`config.mk`:
```
export PLATFORM = sky130hd
export DESIGN_NAME = canBitTiming
export DESIGN_NICKNAME = d
export VERILOG_FILES = /design/src/rtl/canBtPkg.sv /design/src/rtl/canBtData.sv /design/src/rtl/canBtCtrl.sv /design/src/rtl/canBitTiming.sv
export SDC_FILE = /design/constraint.sdc
export NUM_CORES = 1
export LEC_CHECK = 0
export ABC_AREA = 1
export BUFFER_PORTS_ARGS = -buffer_cell sky130_fd_sc_hd__buf_2
export CORE_MARGIN = 8
export CORE_UTILIZATION = 65
export DETAILED_ROUTE_END_ITERATION = 16
export HOLD_SLACK_MARGIN = 0.06
export PLACE_DENSITY = 0.87
export SLEW_MARGIN = 10
export SYNTH_ARGS = -nofsm -noshare
export SYNTH_HDL_FRONTEND = slang
export SYNTH_SLANG_ARGS = --single-unit
```
`constraint.sdc`:
```
create_clock -name clk -period 10.53 [get_ports clk]
set_clock_uncertainty 0.05 [all_clocks]
set_input_delay 1.5795 -clock clk [delete_from_list [all_inputs] [get_ports clk]]
set_output_delay 1.5795 -clock clk [all_outputs]
set_load 0.005 [all_outputs]
```
`src/rtl/canBtPkg.sv`:
```
package canBtPkg;
  typedef enum logic [1:0] {SEG_SYNC, SEG_PS1, SEG_PS2} btSeg_e;

  // strobes from control to datapath
  typedef struct packed {
    logic takeSample;
    logic useVote;
  } btStrobe_t;
endpackage

```
`src/rtl/canBtData.sv`:
```
module canBtData
  import canBtPkg::*;
#(
  parameter bit ALLOW_VOTE = 1'b1
) (
  input  logic      clk,
  input  logic      rstN,
  input  logic      tqEn,
  input  logic      rxLine,
  input  btStrobe_t strobe,
  output logic      edgeSeen,
  output logic      rxBit
);
  // line value at the last two quantum ends; [0] is the most recent
  logic [1:0] hist;
  logic       voteBit;
  logic       newBit;

  always_ff @(posedge clk or negedge rstN) begin
    if (!rstN) hist <= 2'b11;
    else if (tqEn) hist <= {hist[0], rxLine};
  end

  assign edgeSeen = tqEn && hist[0] && !rxLine;

  generate
    if (ALLOW_VOTE) begin : g_vote
      assign voteBit = (hist[1] & hist[0]) | (hist[1] & rxLine) | (hist[0] & rxLine);
    end else begin : g_novote
      assign voteBit = rxLine;
    end
  endgenerate

  assign newBit = strobe.useVote ? voteBit : rxLine;

  always_ff @(posedge clk or negedge rstN) begin
    if (!rstN) rxBit <= 1'b1;
    else if (strobe.takeSample) rxBit <= newBit;
  end


  sample_hold_chk: assert property (@(posedge clk) disable iff (!rstN)
    !strobe.takeSample |=> $stable(rxBit));
endmodule

```
`src/rtl/canBtCtrl.sv`:
```
module canBtCtrl
  import canBtPkg::*;
#(
  parameter int PS1_MIN = 4,
  parameter int PS1_MAX = 16,
  parameter int PS2_MIN = 2,
  parameter int PS2_MAX = 8,
  parameter int SJW_MAX = 4,
  parameter int P1W = $clog2(PS1_MAX + 1),
  parameter int P2W = $clog2(PS2_MAX + 1),
  parameter int SW  = $clog2(SJW_MAX + 1)
) (
  input  logic           clk,
  input  logic           rstN,
  input  logic           tqEn,
  input  logic           busIdle,
  input  logic           txDominant,
  input  logic           tripleSample,
  input  logic           edgeSeen,
  input  logic [P1W-1:0] ps1Len,
  input  logic [P2W-1:0] ps2Len,
  input  logic [SW-1:0]  sjwLen,
  output btStrobe_t      strobe,
  output logic           txPoint,
  output logic           samplePoint,
  output logic           cfgErr
);
  localparam int CW = $clog2(PS1_MAX + SJW_MAX + 2);
  localparam logic [CW-1:0] ONE = CW'(1);

  btSeg_e        seg;
  logic [CW-1:0] cnt, ps1End, ps2End;
  logic          resyncDone, spPulse, txPulse;
  logic [CW-1:0] ps1Ext, ps2Ext, sjwExt, step1, end1, end2, remain2;
  logic          hardSync, doResync, earlyJump, endPs1;

  always_comb begin
    ps1Ext = CW'(ps1Len);
    ps2Ext = CW'(ps2Len);
    sjwExt = CW'(sjwLen);
    cfgErr = (ps1Ext < CW'(PS1_MIN)) || (ps1Ext > CW'(PS1_MAX)) ||
             (ps2Ext < CW'(PS2_MIN)) || (ps2Ext > CW'(PS2_MAX)) ||
             (sjwExt < ONE) || (sjwExt > CW'(SJW_MAX)) || (sjwExt > ps2Ext);
    hardSync = edgeSeen && busIdle && !cfgErr;
    doResync = edgeSeen && !busIdle && !txDominant && !resyncDone &&
               (seg != SEG_SYNC) && !cfgErr;
    step1   = (cnt < sjwExt) ? cnt : sjwExt;
    end1    = doResync ? ps1End + step1 : ps1End;
    remain2 = ps2End - cnt + ONE;
    end2    = doResync ? ((ps2End > sjwExt) ? ps2End - sjwExt : ONE) : ps2End;
    earlyJump = doResync && (seg == SEG_PS2) && (remain2 <= sjwExt);
    endPs1  = tqEn && !cfgErr && !hardSync && (seg == SEG_PS1) && (cnt >= end1);
    strobe.takeSample = endPs1;
    strobe.useVote    = tripleSample;
  end

  always_ff @(posedge clk or negedge rstN) begin
    if (!rstN) begin
      seg        <= SEG_SYNC;
      cnt        <= ONE;
      ps1End     <= CW'(PS1_MIN);
      ps2End     <= CW'(PS2_MIN);
      resyncDone <= 1'b0;
      spPulse    <= 1'b0;
      txPulse    <= 1'b0;
    end else begin
      spPulse <= 1'b0;
      txPulse <= 1'b0;
      if (cfgErr) begin
        seg        <= SEG_SYNC;
        cnt        <= ONE;
        resyncDone <= 1'b0;
      end else if (hardSync) begin
        seg        <= SEG_PS1;
        cnt        <= ONE;
        ps1End     <= ps1Ext;
        resyncDone <= 1'b1;
      end else if (tqEn) begin
        case (seg)
          SEG_SYNC: begin
            seg    <= SEG_PS1;
            cnt    <= ONE;
            ps1End <= ps1Ext;
          end
          SEG_PS1: begin
            if (endPs1) begin
              seg        <= SEG_PS2;
              cnt        <= ONE;
              ps2End     <= ps2Ext;
              spPulse    <= 1'b1;
              resyncDone <= 1'b0;
            end else begin
              cnt    <= cnt + ONE;
              ps1End <= end1;
              if (doResync) resyncDone <= 1'b1;
            end
          end
          SEG_PS2: begin
            if (earlyJump) begin
              seg        <= SEG_PS1;
              cnt        <= ONE;
              ps1End     <= ps1Ext;
              txPulse    <= 1'b1;
              resyncDone <= 1'b1;
            end else if (cnt >= end2) begin
              seg     <= SEG_SYNC;
              cnt     <= ONE;
              txPulse <= 1'b1;
              if (doResync) resyncDone <= 1'b1;
            end else begin
              cnt    <= cnt + ONE;
              ps2End <= end2;
              if (doResync) resyncDone <= 1'b1;
            end
          end
          default: seg <= SEG_SYNC;
        endcase
      end
    end
  end

  assign txPoint     = txPulse;
  assign samplePoint = spPulse;


  cfg_quiet_chk: assert property (@(posedge clk) disable iff (!rstN)
    cfgErr |=> (!samplePoint && !txPoint));

  strobe_tick_chk: assert property (@(posedge clk) disable iff (!rstN)
    (samplePoint || txPoint) |-> $past(tqEn));

  strobe_excl_chk: assert property (@(posedge clk) disable iff (!rstN)
    !(samplePoint && txPoint));

  hard_sync_chk: assert property (@(posedge clk) disable iff (!rstN)
    hardSync |=> (seg == SEG_PS1 && cnt == ONE && resyncDone));
endmodule

```
`src/rtl/canBitTiming.sv`:
```
module canBitTiming
  import canBtPkg::*;
#(
  parameter int PS1_MIN = 4,
  parameter int PS1_MAX = 16,
  parameter int PS2_MIN = 2,
  parameter int PS2_MAX = 8,
  parameter int SJW_MAX = 4,
  parameter bit ALLOW_VOTE = 1'b1,
  parameter int P1W = $clog2(PS1_MAX + 1),
  parameter int P2W = $clog2(PS2_MAX + 1),
  parameter int SW  = $clog2(SJW_MAX + 1)
) (
  input  logic           clk,
  input  logic           rstN,
  input  logic           tqEn,
  input  logic           rxLine,
  input  logic           busIdle,
  input  logic           txDominant,
  input  logic           tripleSample,
  input  logic [P1W-1:0] ps1Len,
  input  logic [P2W-1:0] ps2Len,
  input  logic [SW-1:0]  sjwLen,
  output logic           rxBit,
  output logic           txPoint,
  output logic           samplePoint,
  output logic           cfgErr
);
  btStrobe_t strobe;
  logic      edgeSeen;

  canBtCtrl #(
    .PS1_MIN(PS1_MIN), .PS1_MAX(PS1_MAX), .PS2_MIN(PS2_MIN), .PS2_MAX(PS2_MAX),
    .SJW_MAX(SJW_MAX), .P1W(P1W), .P2W(P2W), .SW(SW)
  ) ctrl_i (
    .clk(clk), .rstN(rstN), .tqEn(tqEn), .busIdle(busIdle),
    .txDominant(txDominant), .tripleSample(tripleSample), .edgeSeen(edgeSeen),
    .ps1Len(ps1Len), .ps2Len(ps2Len), .sjwLen(sjwLen), .strobe(strobe),
    .txPoint(txPoint), .samplePoint(samplePoint), .cfgErr(cfgErr)
  );

  canBtData #(.ALLOW_VOTE(ALLOW_VOTE)) data_i (
    .clk(clk), .rstN(rstN), .tqEn(tqEn), .rxLine(rxLine), .strobe(strobe),
    .edgeSeen(edgeSeen), .rxBit(rxBit)
  );
endmodule

```
Word-level counts from Yosys, hierarchy flattened
Cells that the tools add are included.
- add/sub/neg operators: 5
- order comparisons: 12
- equality and inequality tests: 9
- mux-type cells: 46
- bitwise operators: 7
- reduce and logical (&&, ||, !) cells: 40
- operators by type and width (cell ; count):
    two-way mux 5 bit ; 17
    one-hot mux 5 bit (3 select lines) ; 2
    two-way mux 1 bit ; 18
    logical AND 1 bit ; 15
    two-way mux 2 bit ; 6
    adder 5 x 1 -> 5 bit, second input constant ; 2
    >= comparator 5 bit ; 2
    one-hot mux 5 bit (2 select lines) ; 1
    nonzero test 4 bit ; 2
    AND reduction 7 bit ; 1
    zero test 1 bit ; 6
    logical OR 1 bit ; 6
    one-hot mux 2 bit (3 select lines) ; 1
    nonzero test 2 bit ; 3
    adder 5 bit ; 1
    greater-than comparator 5 x 3 -> 1 bit ; 1
    greater-than comparator 5 bit, second input constant ; 1
    less-or-equal comparator 5 x 3 -> 1 bit ; 1
    < comparator 5 x 3 -> 1 bit ; 1
    < comparator 5 x 3 -> 1 bit, second input constant ; 1
    != test 5 x 3 -> 1 bit, second input constant ; 1
    AND reduction 5 bit ; 1
    nonzero test 5 bit ; 1
    subtractor 5 x 3 -> 5 bit ; 1
    21 further kinds ; 27
- flip-flop bits (word level): 23
- input bits: 19
- output and inout bits: 4
- logic and storage cells: 128

Longest topological paths before layout
Gate-level depths: netlist of the first run.
- depth after elaboration: 18
- mapped depth: 28
- depth with buffers taken out: 28

Cells and area by module
A second synthesis of the first run with hierarchy kept.
- cell total of the unflattened synthesis: 392
- area total of the unflattened synthesis: 2650.0 µm²
- by module, submodules not included (module ; times used ; cells an instance ; area an instance (µm²) ; seq. area each (µm²)):
    canBtCtrl ; 1 ; 370 ; 2497.4 ; 504.2
    canBtData ; 1 ; 22 ; 152.6 ; 78.8

Worst setup path before layout of the first run
Ideal clock, no wire load.
- path type: input -> register
- start: input sjwLen[1]
- end: register ctrl_i.cnt[2]
- setup time: 120 ps
- arrival time: 4675 ps
- required time: 10360 ps
- setup slack: 5685 ps
- stages on the path: 23
- buffers on the path: 0
- path through: inv_1 > ha_1 > a21boi_0 > o21ai_0 > nand2_1 > nand2_1 > o21ai_0 > ha_1 > fa_1 > xor2_1 > inv_1 > o21ai_0 > inv_1 > ha_1 > nand2_1 > nor3b_1 > nor2_1 > nor2_1 > nand3_4 > nand2_2 > nand2_1 > a21boi_2 > nor2_1
- word-level cells in the longest chain between the ends: 15
- elaborated cells between the ends (all ways): 37
- those cells by class: add/sub (2); order compare (8); mux (11); reduce/logical (16)
- RTL lines (what ; line ; source):
    start, declared ; canBitTiming.sv:23 ; input logic [SW-1:0] sjwLen,
    parallel branches: the longest is 15 deep, another holds < comparator 5 x 3 -> 1 bit ; - ;
    end signal, assigned ; canBtCtrl.sv:93 ; cnt <= cnt + ONE;
    end signal, assigned ; canBtCtrl.sv:111 ; cnt <= cnt + ONE;
    end, declared ; canBtCtrl.sv:32 ; logic [CW-1:0] cnt, ps1End, ps2End;
Parallel ways; which one is timed is not known. The select of a mux whose other input is x is not followed.
A chain may end at the register's enable or synchronous reset.

Worst setup path in the final report of the first run
- start: input sjwLen[1]
- end: register ctrl_i.cnt[3]
The elaborated chain is that of the path after synthesis.

==> results of run 1 <==
==> per-stage QoR <==
stage / util (%) / setup WS [ns]
5_1_grt: 71.3 / 4.99
3_5_place_dp: 70.1 / 5.06
3_3_place_gp: 70.1 / 5.28
4_1_cts: 71.3 / 5.33
6_report: 71.3 / 5.23
2_1_floorplan: - / 5.68
==> registers in the layout, summed over array words and instances, names as in the netlist <==
signal	cells
ctrl_i.samplePoint	1
data_i.hist	2
ctrl_i.cnt	5
ctrl_i.seg	2
ctrl_i.ps1End	5
ctrl_i.resyncDone	1
ctrl_i.ps2End	5
data_i.rxBit	1
ctrl_i.txPoint	1
==> synth_stat cells, drive strengths merged <==
cell,instances
xor2,6
a31oi,2
nor2,33
a211o,1
o211ai,2
ha,37
dfrtp,17
clkinv,1
or2,1
nor3b,1
nand2,132
o21ai,23
nand3,33
nor3,2
dfstp,6
conb,1
xnor2,1
fa,3
buf,3
inv,60
a21oi,10
nand4,5
a21boi,2
o21a,2
==> cells by family after synthesis <==
group | share of synthesized area (%)
adders and majority gates | 20.1
other | 0.144
buffers and inverters | 9.87
and+or+nand+nor | 35.7
xor gates and xnor gates | 2.36
AOI/OAI and AO/OA | 9.34
DFF | 22.4
==> final cells by class <==
| class | count | share of cell area (%) |
|---|---|---|
| Multi-Input combinational cell | 297 | 63.0 |
| Sequential cell | 23 | 20.9 |
| Clock inverter | 1 | 0.179 |
| Inverter | 61 | 8.25 |
| Tap cell | 50 | 2.24 |
| Clock buffer | 3 | 1.48 |
| Timing Repair Buffer | 22 | 3.94 |
==> power by group <==
part	leakage (nW)	switching (W)	total, W	internal (W)
combinational	1.24	0.0000721	0.000120	0.0000477
sequential	0.294	0.0000113	0.000112	0.000101
clock	0.0255	0.0000304	0.0000569	0.0000265
==> worst paths after layout <==
check | endpoint | slack, ns | depth (start not counted)
max | ctrl_i.cnt[3] | 5.23 | 24
min | data_i.hist[0] | 0.43 | 2
max reg2reg | ctrl_i.cnt[3] | 6.34 | 22
min reg2reg | data_i.hist[0] | 0.43 | 2
max in group asynchronous | ctrl_i.ps2End[1] | 8.82 | 1
min in group asynchronous | ctrl_i.ps1End[1] | 1.23 | 1
==> worst max-delay path, delay by kind of cell <==
family                   cells  cell delay (ns)
XOR/XNOR                     1             0.17
AO/OA/AOI/OAI                5             0.86
buffers and inverters        4             0.44
AND/OR/NAND/NOR             10             1.16
adder cells (fa/ha/maj)      4             1.23
==> layer usage <==
layer	track usage [%]	vias up	part of all wire [%]
li1	-	1271	-
met1	26.4	1147	45
met2	35.3	95	48
met3	2.37	10	5.8
met4	3.89	0	1.1
met5	0	-	0
==> summary.md, run 1 <==
| Metric | Value |
|---|---|
| Status | `complete, no violations` |
| Syn. warnings | `0` |
| Vias per cell | `approximately 5.5` |
| Layout filler cell count | `355` |
| Top post-synthesis cells by area | `nand2_1 (18%), ha_1 (18%), dfrtp_1 (16%)` |
| Post-CTS sizing | `0` |
| Cts hold-fix bufs | `0` |
| Cell count after synthesis | `about 380` |
| Input/output buffers | `22` |
| DRT iter0 DRCs | `around 230` |
| Root Driver | `clkbuf_8` |
| Most frequent CP cell | `nand2_1` |
| H-Tree Level Count | `1` |
| Gr usage total | `20.3%` |
| Routability cong. | `slightly below 0.9` |
| Tcrit/Tclk final | `50.3%` |
| CTS Buf Count | `3` |
| Crit-path max FO | `6` |
| Lkg Pwr | `1.56 nW` |
| Synth area leader | `nand2_1` |
| RSZ-0062 raised after global routing | `false` |
| Via count | `between 2,000 and 3,000` |
| Mapped Nets | `443` |
| Die X | `roughly 80 um` |
| Synth Area per Inst | `between 6 and 7 sq um` |
| Clk pin slew, worst setup/hold paths | `0.09 ns` |
| Row count | `23` |
| Maximum VDD drop | `approximately 0.062 mV` |
| CTS tree | `yes` |
| Number of antenna violations at the first check in global routing | `0` |
| Hold crit path type | `register to register` |
| Most frequent cells in the layout | `nand2_1 (126), inv_1 (55), ha_1 (37), nand3_1 (30), nor2_1 (25)` |
| PD cells | `just over 100 nW/um^2` |
| Setup crit start kind | `primary input` |
| Core region area | `3910 sq um` |
| Worst skew pair latency | `0.27 ns` |
| CTS Sinks | `23` |
| Routed wire length | `between 6 and 7 mm` |
| Worst-Margin Slew | `around 0.54 ns` |
| Synth cell types | `34` |
| FMAX | `approximately 190 MHz` |
| Cells along the critical path | `buf_2, inv_1, ha_1, a21boi_0, o21ai_0, nand2_1, nand2_1, o21ai_0, ha_1, fa_1, xor2_1, inv_1, o21ai_0, inv_1, ha_1, nand2_1, nor3b_1, nor2_1, nor2_1, nand3_4, nand2_2, nand2_1, a21boi_2, nor2_1` |
| FF-to-FF Start | `ctrl_i.cnt[1]` |
| Max-cap violations | `0` |
| P&R area growth vs syn | `7.41%` |
| CTS Buffer Depth | `2` |
| Register area share after synthesis | `between 20% and 30%` |
| Max-slew violations | `0` |
| Pre-antenna DRT Iters | `5` |
| Yosys top cell area share | `18.2%` |
| Seq cells post-synth | `23` |
| Avg WL per Cell | `13.4 um` |
| Arrival time worst endpoint | `5.41 ns` |
| Initial core utilization | `roughly 66%` |
| Placed Instances | `~450` |
| Antenna Diode Count | `0` |
| Worst path required time | `~11 ns` |
| Final instance area | `~2800 sq um` |
| WHS | `~0.43 ns` |
| CP max stage delay | `a little over 0.4 ns` |
| Layout cells sized above 1 | `between 10% and 20%` |
| GRT overflow | `0` |
| Sum Neg Setup Slack | `0 ns` |
| Slew HR | `about 64%` |
| Most common cell after layout, fill and taps aside | `nand2_1` |
| Post-CTS setup buffer count | `0` |
| Area of the multi-input gates | `around 1800 sq um` |
| CP Class | `primary input to register` |
| Io pins | `23` |
| Post-DP HPWL | `approximately 5 mm` |
| Post-DRT Antenna Nets | `0` |
| Min-delay src | `data_i.hist[0]` |
| First-pass GRT wire length | `roughly 11 mm` |
| Mapped cell area | `between 2000 and 3000 sq um` |
| Final hold violations | `0` |
| Total power | `around 0.00029 W` |
| Final period demand of the worst path | `roughly 5.3 ns` |
| DP Area | `between 2000 and 3000 sq um` |
| Critical-path top delay cell | `fa_1` |
| Worst Setup SP | `sjwLen[1]` |
| # setup viols final | `0` |
| Critical Path Sink Type | `register` |
| Nets | `between 400 and 500` |
| Vias in the first global route | `2,402` |
| Drt drc | `0` |
| Register Area | `583 sq um` |
| Chip height | `just under 80 um` |
| Die area | `6280 sq um` |
| Fin cells | `roughly 460` |
| Largest net degree at the start of global routing | `24` |
Note: power is estimated with default switching activity, not from simulation.
==> inputs of run 2 (changes only) <==
ABC_AREA = 0   (was 1)
CORE_UTILIZATION = 54   (was 65)
PLACE_DENSITY = 0.78   (was 0.87)
clock period = 4.6 ns   (was 10.53 ns; I/O delays follow)
==> run 2 against run 1 <==
  * Combinational power up 110%
  * Via count decreased by 10%
  * Clock power up 140%
  * Sequential share of layout area grew 0.41 points
  * Flip-flop and latch count stayed put
  * Final cell count down 20%
  * Worst setup slack lost 4.9 ns
  * Clock-buffer cell count stayed put
  * Largest power group is now registers
  * Hold slack got worse by 0.094 ns
==> summary.md, run 2 <==
| Metric | Value |
|---|---|
| Status | `complete, no violations (unchanged)` |
| CP max stage delay | `0.40 ns (was 0.41 ns)` |
| Die area | `6940 sq um (was 6280 sq um)` |
| Final hold violations | `0 (unchanged)` |
| Number of synthesized flops with an enable pin | `0 (unchanged)` |
| Post-DP HPWL | `4.84 mm (was 5.01 mm)` |
| Synth Area per Inst | `8.79 sq um (was 6.77 sq um)` |
| Nets | `372 (was 467)` |
| Register area share after synthesis | `23.8% (was 22.4%)` |
| Gr usage total | `17.6% (was 20.3%)` |
| Tcrit/Tclk final | `93.0%` |
| Vias per cell | `6.22 (was 5.52)` |
| Drt drc | `0 (unchanged)` |
| FMAX | `234 MHz` |
| Chip height | `83.3 um (was 79.2 um)` |
| Pre-antenna DRT Iters | `5 (unchanged)` |
| Worst skew pair latency | `0.27 ns (about the same)` |
| Antenna Diode Count | `0 (unchanged)` |
| Post-synth top flop | `dfrtp_1 (unchanged)` |
| Io pins | `23 (unchanged)` |
| DP Area | `2680 sq um (was 2750 sq um)` |
| Arrival time worst endpoint | `4.44 ns (was 5.41 ns)` |
| Vias in the first global route | `2,298 (was 2,402)` |
| Maximum VDD drop | `0.224 mV (was 0.0622 mV)` |
| Final instance area | `2740 sq um (was 2790 sq um)` |
| Setup crit start kind | `primary input (unchanged)` |
| Row count | `24 (was 23)` |
| H-Tree Level Count | `1 (unchanged)` |
| First-pass GRT wire length | `10.5 mm (was 10.6 mm)` |
| Final period demand of the worst path | `4.28 ns` |
| CTS Buffer Depth | `2 (unchanged)` |
| P&R area growth vs syn | `12.0% (was 7.41%)` |
| CTS Buf Count | `3 (unchanged)` |
| Avg WL per Cell | `16.7 um (was 13.4 um)` |
| Synth area leader | `ha_1 (was nand2_1)` |
| Cell count after synthesis | `278 (was 384)` |
| Mapped Nets | `337 (was 443)` |
| Post-DRT Antenna Nets | `0 (unchanged)` |
| Slew HR | `60.8% (was 64.1%)` |
| Worst setup margin | `0.322 ns (was 5.23 ns)` |
| Most frequent cells after synthesis | `ha_1 (37), inv_1 (30), nand2_1 (21), dfrtp_1 (17), a21oi_1 (16) (was nand2_1 (126), inv_1 (55), ha_1 (37), nand3_1 (30), nor2_1 (25))` |
| Crit-path max FO | `6 (unchanged)` |
| Routed wire length | `6.08 mm (was 6.14 mm)` |
| Reg2reg end | `ctrl_i.cnt[4] (was ctrl_i.cnt[3])` |
| Critical-path top delay cell | `fa_1 (unchanged)` |
| Largest net degree at the start of global routing | `24 (unchanged)` |
| Most common cell after layout, fill and taps aside | `ha_1 (was nand2_1)` |
| CTS Sinks | `23 (unchanged)` |
| FF-to-FF path depth | `18 (was 22)` |
| Routability cong. | `0.909 (was 0.880)` |
| # setup viols final | `0 (unchanged)` |
| GRT overflow | `0 (unchanged)` |
| RSZ-0062 raised after global routing | `false (unchanged)` |
| DRT iter0 DRCs | `125 (was 232)` |
| Sum Neg Setup Slack | `0 ns (unchanged)` |
| Lkg Pwr | `1.32 nW (was 1.56 nW)` |
| CP bufs+invs | `2 (was 4)` |
| Syn. warnings | `0 (unchanged)` |
| Most instantiated library cell after synthesis | `ha_1 (was nand2_1)` |
| Max-slew violations | `0 (unchanged)` |
| R2r setup slk | `0.46 ns (was 6.34 ns)` |
| Critical Path Sink Type | `register (unchanged)` |
| Yosys top cell area share | `18.9% (was 18.2%)` |
| Initial core utilization | `56.1% (was 66.4%)` |
| Place WS | `0.0346 ns (was 5.06 ns)` |
| Core region area | `4350 sq um (was 3910 sq um)` |
| Top Registers | `ctrl_i.cnt (5), ctrl_i.ps1End (5), ctrl_i.ps2End (5) (unchanged)` |
| CP Class | `primary input to register (unchanged)` |
| Top post-synthesis cells by area | `ha_1 (19%), dfrtp_1 (17%), dfstp_2 (6.4%) (was nand2_1 (18%), ha_1 (18%), dfrtp_1 (16%))` |
| Cells along the critical path | `buf_2, inv_1, ha_1, a21boi_1, o21ai_1, nand2_1, nand2_1, o21ai_0, ha_1, fa_1, a21o_1, a21oi_1, nor3_1, xnor2_1, ha_1, and2_1, o211ai_1, o21ai_1, a31o_2, o22ai_4, and3_1, a221o_1 (was buf_2, inv_1, ha_1, a21boi_0, o21ai_0, nand2_1, nand2_1, o21ai_0, ha_1, fa_1, xor2_1, inv_1, o21ai_0, inv_1, ha_1, nand2_1, nor3b_1, nor2_1, nor2_1, nand3_4, nand2_2, nand2_1, a21boi_2, nor2_1)` |
| Worst path required time | `4.76 ns (was 10.64 ns)` |
| Max-cap violations | `0 (unchanged)` |
| Seq cells post-synth | `23 (unchanged)` |
| Input/output buffers | `22 (unchanged)` |
| Die X | `83.3 um (was 79.2 um)` |
| FFs w/ async S/R, synth | `100% (unchanged)` |
| Worst-Margin Slew | `0.589 ns (was 0.538 ns)` |
| CTS tree | `yes (unchanged)` |
| Clk pin slew, worst setup/hold paths | `0.10 ns (was 0.09 ns)` |
| Mapped cell area | `2440 sq um (was 2600 sq um)` |
| Number of antenna violations at the first check in global routing | `0 (unchanged)` |
| Family with the most delay on the worst path | `compound AO/OA/AOI/OAI gates (was adder cells)` |
| Root Driver | `clkbuf_8 (unchanged)` |
| Hold crit path type | `primary input to asynchronous set/reset pin (was register to register)` |
| Layout cells sized above 1 | `18.6% (was 14.5%)` |
| Synth cell types | `60 (was 34)` |
| FF-to-FF Start | `ctrl_i.cnt[0] (was ctrl_i.cnt[1])` |
| Layout filler cell count | `356 (was 355)` |
| Most frequent CP cell | `ha_1 (was nand2_1)` |
| Most frequent cells in the layout | `ha_1 (37), inv_1 (30), buf_2 (22), nand2_1 (21), dfrtp_1 (17) (was nand2_1 (126), inv_1 (55), ha_1 (37), nand3_1 (30), nor2_1 (25))` |
| PD cells | `235 nW/um^2 (was 103 nW/um^2)` |
| Via count | `2,264 (was 2,523)` |
run 2: changes by cell type after synthesis, moves of 6 or more:
cell,change
a21oi_1,+6
inv_1,-25
mux2i_1,+9
nand2_1,-105
nand2_2,-6
nand3_1,-22
nor2_1,-10
o21ai_0,-11
run 2: cells by family after synthesis:
| kind of cell | share of synthesized area [%] |
|---|---|
| XOR/XNOR | 2.87 |
| flip-flops | 23.8 |
| buffers and inverters | 5.53 |
| other | 0.153 |
| AND/OR/NAND/NOR | 16.8 |
| multiplexers | 5.99 |
| adder cells (fa/ha/maj) | 21.4 |
| AO/OA/AOI/OAI | 23.4 |
run 2: what timing repair did:
item	in CTS	in global routing
resized for setup	0	3
setup buffers	0	1
setup endpoints to repair	0	10
hold buffers	0	0
run 2: where the power goes:
part | internal (W) | switching, W
clock | 0.0000607 | 0.0000750
combinational | 0.000120 | 0.000132
sequential | 0.000230 | 0.0000259
total | 0.000411 | 0.000233
run 2: metrics by stage:
stage	cells	total power (W)	utilization, %	hold slack, ns
4_1_cts	363	0.000639	62.7	0.351
2_1_floorplan	278	0.000435	-	0.344
6_report	364	0.000644	62.9	0.333
3_5_place_dp	359	0.000502	61.6	0.431
5_1_grt	364	0.000692	62.9	0.373
3_3_place_gp	359	0.000493	61.6	0.417
run 2: worst max-delay path by stage:
stage | depth (start not counted) | startpoint | slack (ns) | end
2_1_floorplan | 19 | sjwLen[1] | 0.24 | ctrl_i.ps1End[4]
3_3_place_gp | 23 | sjwLen[1] | 0.12 | ctrl_i.ps1End[1]
3_5_place_dp | 23 | sjwLen[1] | 0.03 | ctrl_i.ps1End[2]
4_1_cts | 22 | sjwLen[1] | 0.30 | ctrl_i.cnt[4]
5_1_grt | 22 | sjwLen[1] | 0.002 | ctrl_i.cnt[4]
6_report | 22 | sjwLen[1] | 0.32 | ctrl_i.cnt[4]
run 2: area by class of cell:
type | count | area (sq um) | area share [%]
Sequential cell | 23 | 583 | 21.3
Multi-Input combinational cell | 220 | 1730 | 63.1
Tap cell | 52 | 65.1 | 2.38
Timing Repair Buffer | 34 | 200 | 7.31
Inverter | 31 | 116 | 4.25
Clock buffer | 3 | 41.3 | 1.51
Clock inverter | 1 | 5.00 | 0.183
run 2: routing by layer:
| layer | track usage [%] | up-vias | part of all wire, % |
|---|---|---|---|
| li1 | - | 1091 | - |
| met1 | 22.3 | 1091 | 45 |
| met2 | 30.0 | 67 | 49 |
| met3 | 1.66 | 15 | 3.9 |
| met4 | 6.07 | 0 | 2.1 |
| met5 | 0 | - | 0 |
==> inputs of run 3 (changes only) <==
SYNTH_HIERARCHICAL = 1   (was default)
==> run 3 against run 2 <==
  * Global-route usage is 0.96 points lower
  * Core utilization hardly changed
  * Die area is 0.17% lower
  * Critical path depth is 1 lower
  * Total power is 8.5% lower
  * Clock power hardly changed
  * Via count is 5.9% lower
  * Hold slack better by 0.0048 ns
  * Worst setup slack worse by 0.11 ns
  * Sequential share of layout area hardly changed
  * Final area hardly changed
  * Area after synthesis is 0.20% lower
==> summary.md, run 3 <==
| Metric | Value |
|---|---|
| FFs w/ async S/R, synth | `100% (unchanged)` |
| Register area share after synthesis | `23.9% (was 23.8%)` |
| Global routing usage on met3 | `2.15% (was 1.66%)` |
| Top Registers | `ctrl_i/cnt (5), ctrl_i/ps1End (5), ctrl_i/ps2End (5) (was ctrl_i.cnt (5), ctrl_i.ps1End (5), ctrl_i.ps2End (5))` |
| H-Tree Level Count | `1 (unchanged)` |
| Arrival time worst endpoint | `4.51 ns (was 4.44 ns)` |
| Post-DP HPWL | `4.46 mm (was 4.84 mm)` |
| CTS Buf Count | `3 (unchanged)` |
| Top post-synthesis cells by area | `ha_1 (19%), dfrtp_1 (17%), dfstp_2 (6.5%) (was ha_1 (19%), dfrtp_1 (17%), dfstp_2 (6.4%))` |
| Root Driver | `clkbuf_8 (unchanged)` |
| Vias in the first global route | `2,146 (was 2,298)` |
| Cell count after synthesis | `277 (was 278)` |
| Total power | `0.000589 W (was 0.000644 W)` |
| Syn. warnings | `6 (was 0)` |
| Worst path required time | `4.71 ns (was 4.76 ns)` |
| M1 GR Usage | `21.3% (was 22.3%)` |
| Crit-path max FO | `5 (was 6)` |
| Io pins | `23 (unchanged)` |
| Layout filler cell count | `369 (was 356)` |
| M2 GR Usage | `28.6% (was 30.0%)` |
| Final hold violations | `0 (unchanged)` |
| Drt drc | `0 (unchanged)` |
| Most frequent cells in the layout | `ha_1 (37), inv_1 (28), buf_2 (22), nand2_1 (19) (was ha_1 (37), inv_1 (30), buf_2 (22), nand2_1 (21), dfrtp_1 (17))` |
| Core region area | `4350 sq um (unchanged)` |
| Worst setup margin | `0.208 ns (was 0.322 ns)` |
| Routed wire length | `5.65 mm (was 6.08 mm)` |
| Setup crit start kind | `primary input (unchanged)` |
| Clk pin slew, worst setup/hold paths | `0.09 ns (was 0.10 ns)` |
| CTS Buffer Depth | `2 (unchanged)` |
| Most common cell after layout, fill and taps aside | `ha_1 (unchanged)` |
| Antenna Diode Count | `0 (unchanged)` |
| FMAX | `228 MHz (was 234 MHz)` |
| Routability cong. | `0.882 (was 0.909)` |
| Input/output buffers | `22 (unchanged)` |
| Worst-Margin Slew | `0.662 ns (was 0.589 ns)` |
| GRT overflow | `0 (unchanged)` |
| Gr usage total | `16.6% (was 17.6%)` |
| Largest net degree at the start of global routing | `24 (unchanged)` |
| Mapped Nets | `337 (unchanged)` |
| GR peak layer | `met2 (unchanged)` |
| Tcrit/Tclk final | `95.5% (was 93.0%)` |
| Max-cap violations | `0 (unchanged)` |
| Final period demand of the worst path | `4.39 ns (was 4.28 ns)` |
| First-pass GRT wire length | `9.98 mm (was 10.5 mm)` |
| PD cells | `215 nW/um^2 (was 235 nW/um^2)` |
| Critical Path Sink Type | `register (unchanged)` |
| CTS Sinks | `23 (unchanged)` |
| Most frequent cells after synthesis | `ha_1 (38), inv_1 (28), nand2_1 (19), nor2_1 (18), o21ai_0 (18) (was ha_1 (37), inv_1 (30), nand2_1 (21), dfrtp_1 (17), a21oi_1 (16))` |
| Slew HR | `55.9% (was 60.8%)` |
| Chip height | `83.2 um (was 83.3 um)` |
| Most instantiated library cell after synthesis | `ha_1 (unchanged)` |
| Post-DRT Antenna Nets | `0 (unchanged)` |
| Synth Area per Inst | `8.81 sq um (was 8.79 sq um)` |
| P&R area growth vs syn | `12.3% (was 12.0%)` |
| Nets | `369 (was 372)` |
| Die area | `6920 sq um (was 6940 sq um)` |
| Sum Neg Setup Slack | `0 ns (unchanged)` |
| DRT iter0 DRCs | `102 (was 125)` |
| Pre-antenna DRT Iters | `4 (was 5)` |
| Number of synthesized flops with an enable pin | `0 (unchanged)` |
| Yosys top cell area share | `19.5% (was 18.9%)` |
| Row count | `24 (unchanged)` |
| Maximum VDD drop | `0.172 mV (was 0.224 mV)` |
| Worst skew pair latency | `0.27 ns (about the same)` |
| Number of antenna violations at the first check in global routing | `0 (unchanged)` |
| Initial core utilization | `56.0% (was 56.1%)` |
| Status | `complete, no violations (unchanged)` |
| CTS tree | `yes (unchanged)` |
| Synth cell types | `58 (was 60)` |
| Synth area leader | `ha_1 (unchanged)` |
| Hold crit path type | `primary input to asynchronous set/reset pin (unchanged)` |
| Cts hold-fix bufs | `0 (unchanged)` |
| CP Class | `primary input to register (unchanged)` |
| Seq cells post-synth | `23 (unchanged)` |
| Vias per cell | `5.92 (was 6.22)` |
| Via count | `2,130 (was 2,264)` |
| Place WS | `-0.0936 ns (was 0.0346 ns)` |
| # setup viols final | `0 (unchanged)` |
| WHS | `0.338 ns (was 0.333 ns)` |
| Die X | `83.2 um (was 83.3 um)` |
| Avg WL per Cell | `15.7 um (was 16.7 um)` |
| Layout cells sized above 1 | `21.4% (was 18.6%)` |
| Lkg Pwr | `1.29 nW (was 1.32 nW)` |
| Post-synth top flop | `dfrtp_1 (unchanged)` |
| Mapped cell area | `2440 sq um (about the same)` |
| Max-slew violations | `0 (unchanged)` |
run 3: timing repair:
item	CTS	global route
setup buffers	0	2
endpoints found under the setup margin	0	6
gates resized for setup	0	5
run 3: area by class of cell:
cell class	instances	area [sq um]	area share, %
well taps	52	65.1	2.38
inverters	28	105	3.84
multi-input cells	219	1740	63.4
repair buffers	34	200	7.31
clock inverters	1	7.51	0.274
clock buffers	3	41.3	1.51
flip-flops and latches	23	583	21.3
run 3: per-layer routing:
layer | share of wire (%) | up-vias | routed length [um]
met4 | 0.67 | 0 | 38
li1 | - | 1059 | -
met1 | 45 | 1018 | 2560
met5 | 0 | - | 0
met2 | 50 | 48 | 2840
met3 | 3.7 | 5 | 212
run 3: through the flow:
| stage | std cells | area (sq um) | util (%) |
|---|---|---|---|
| 5_1_grt | 360 | 2740 | 62.9 |
| 4_1_cts | 358 | 2700 | 62.1 |
| 6_report | 360 | 2740 | 62.9 |
| 3_5_place_dp | 354 | 2660 | 61.0 |
| 3_3_place_gp | 354 | 2660 | 61.0 |
| 2_1_floorplan | 277 | 2440 | - |
run 3: cell families after synthesis:
group	Yosys count	share of synthesized area (%)
adders and majority gates	41	21.9
muxes	16	7.13
DFF	23	23.9
AOI/OAI and AO/OA	78	21.5
buffers and inverters	35	5.74
xor gates and xnor gates	9	3.23
other	1	0.154
and+or+nand+nor	74	16.4
run 3: worst paths after layout:
check / startpoint / cells past startpoint / end / slack (ns)
worst max-delay path: sjwLen[1] / 21 / ctrl_i/ps1End[1] / 0.21
worst min-delay path: rstN / 1 / ctrl_i/resyncDone / 0.34
worst max register to register: ctrl_i/cnt[0] / 17 / ctrl_i/ps1End[1] / 0.33
worst min register to register: data_i/rxBit / 2 / data_i/rxBit / 0.44
max in group asynchronous: rstN / 1 / ctrl_i/cnt[0] / 3.79
min in group clk: data_i/rxBit / 2 / data_i/rxBit / 0.44
run 3: critical path, cell delays in order:
cell,delay (ns)
buf_2,0.09
inv_1,0.05
ha_1,0.28
a21boi_0,0.12
o21ai_0,0.16
nand2_1,0.13
nand2_1,0.09
o21ai_0,0.09
ha_2,0.20
fa_2,0.35
a21o_1,0.16
a21oi_1,0.18
nor3b_1,0.10
xnor2_1,0.16
ha_1,0.32
a21o_1,0.13
a31oi_2,0.04
or4_4,0.53
o211ai_1,0.18
a21oi_2,0.15
mux2_2,0.29
run 3: where the power goes:
group | total (W) | internal (W) | leakage (nW) | switching [W]
Combinational | 0.000205 | 0.0000996 | 0.979 | 0.000105
Sequential | 0.000251 | 0.000229 | 0.293 | 0.0000224
Clock | 0.000134 | 0.0000615 | 0.0217 | 0.0000724
Total | 0.000589 | 0.000390 | 1.29 | 0.000200
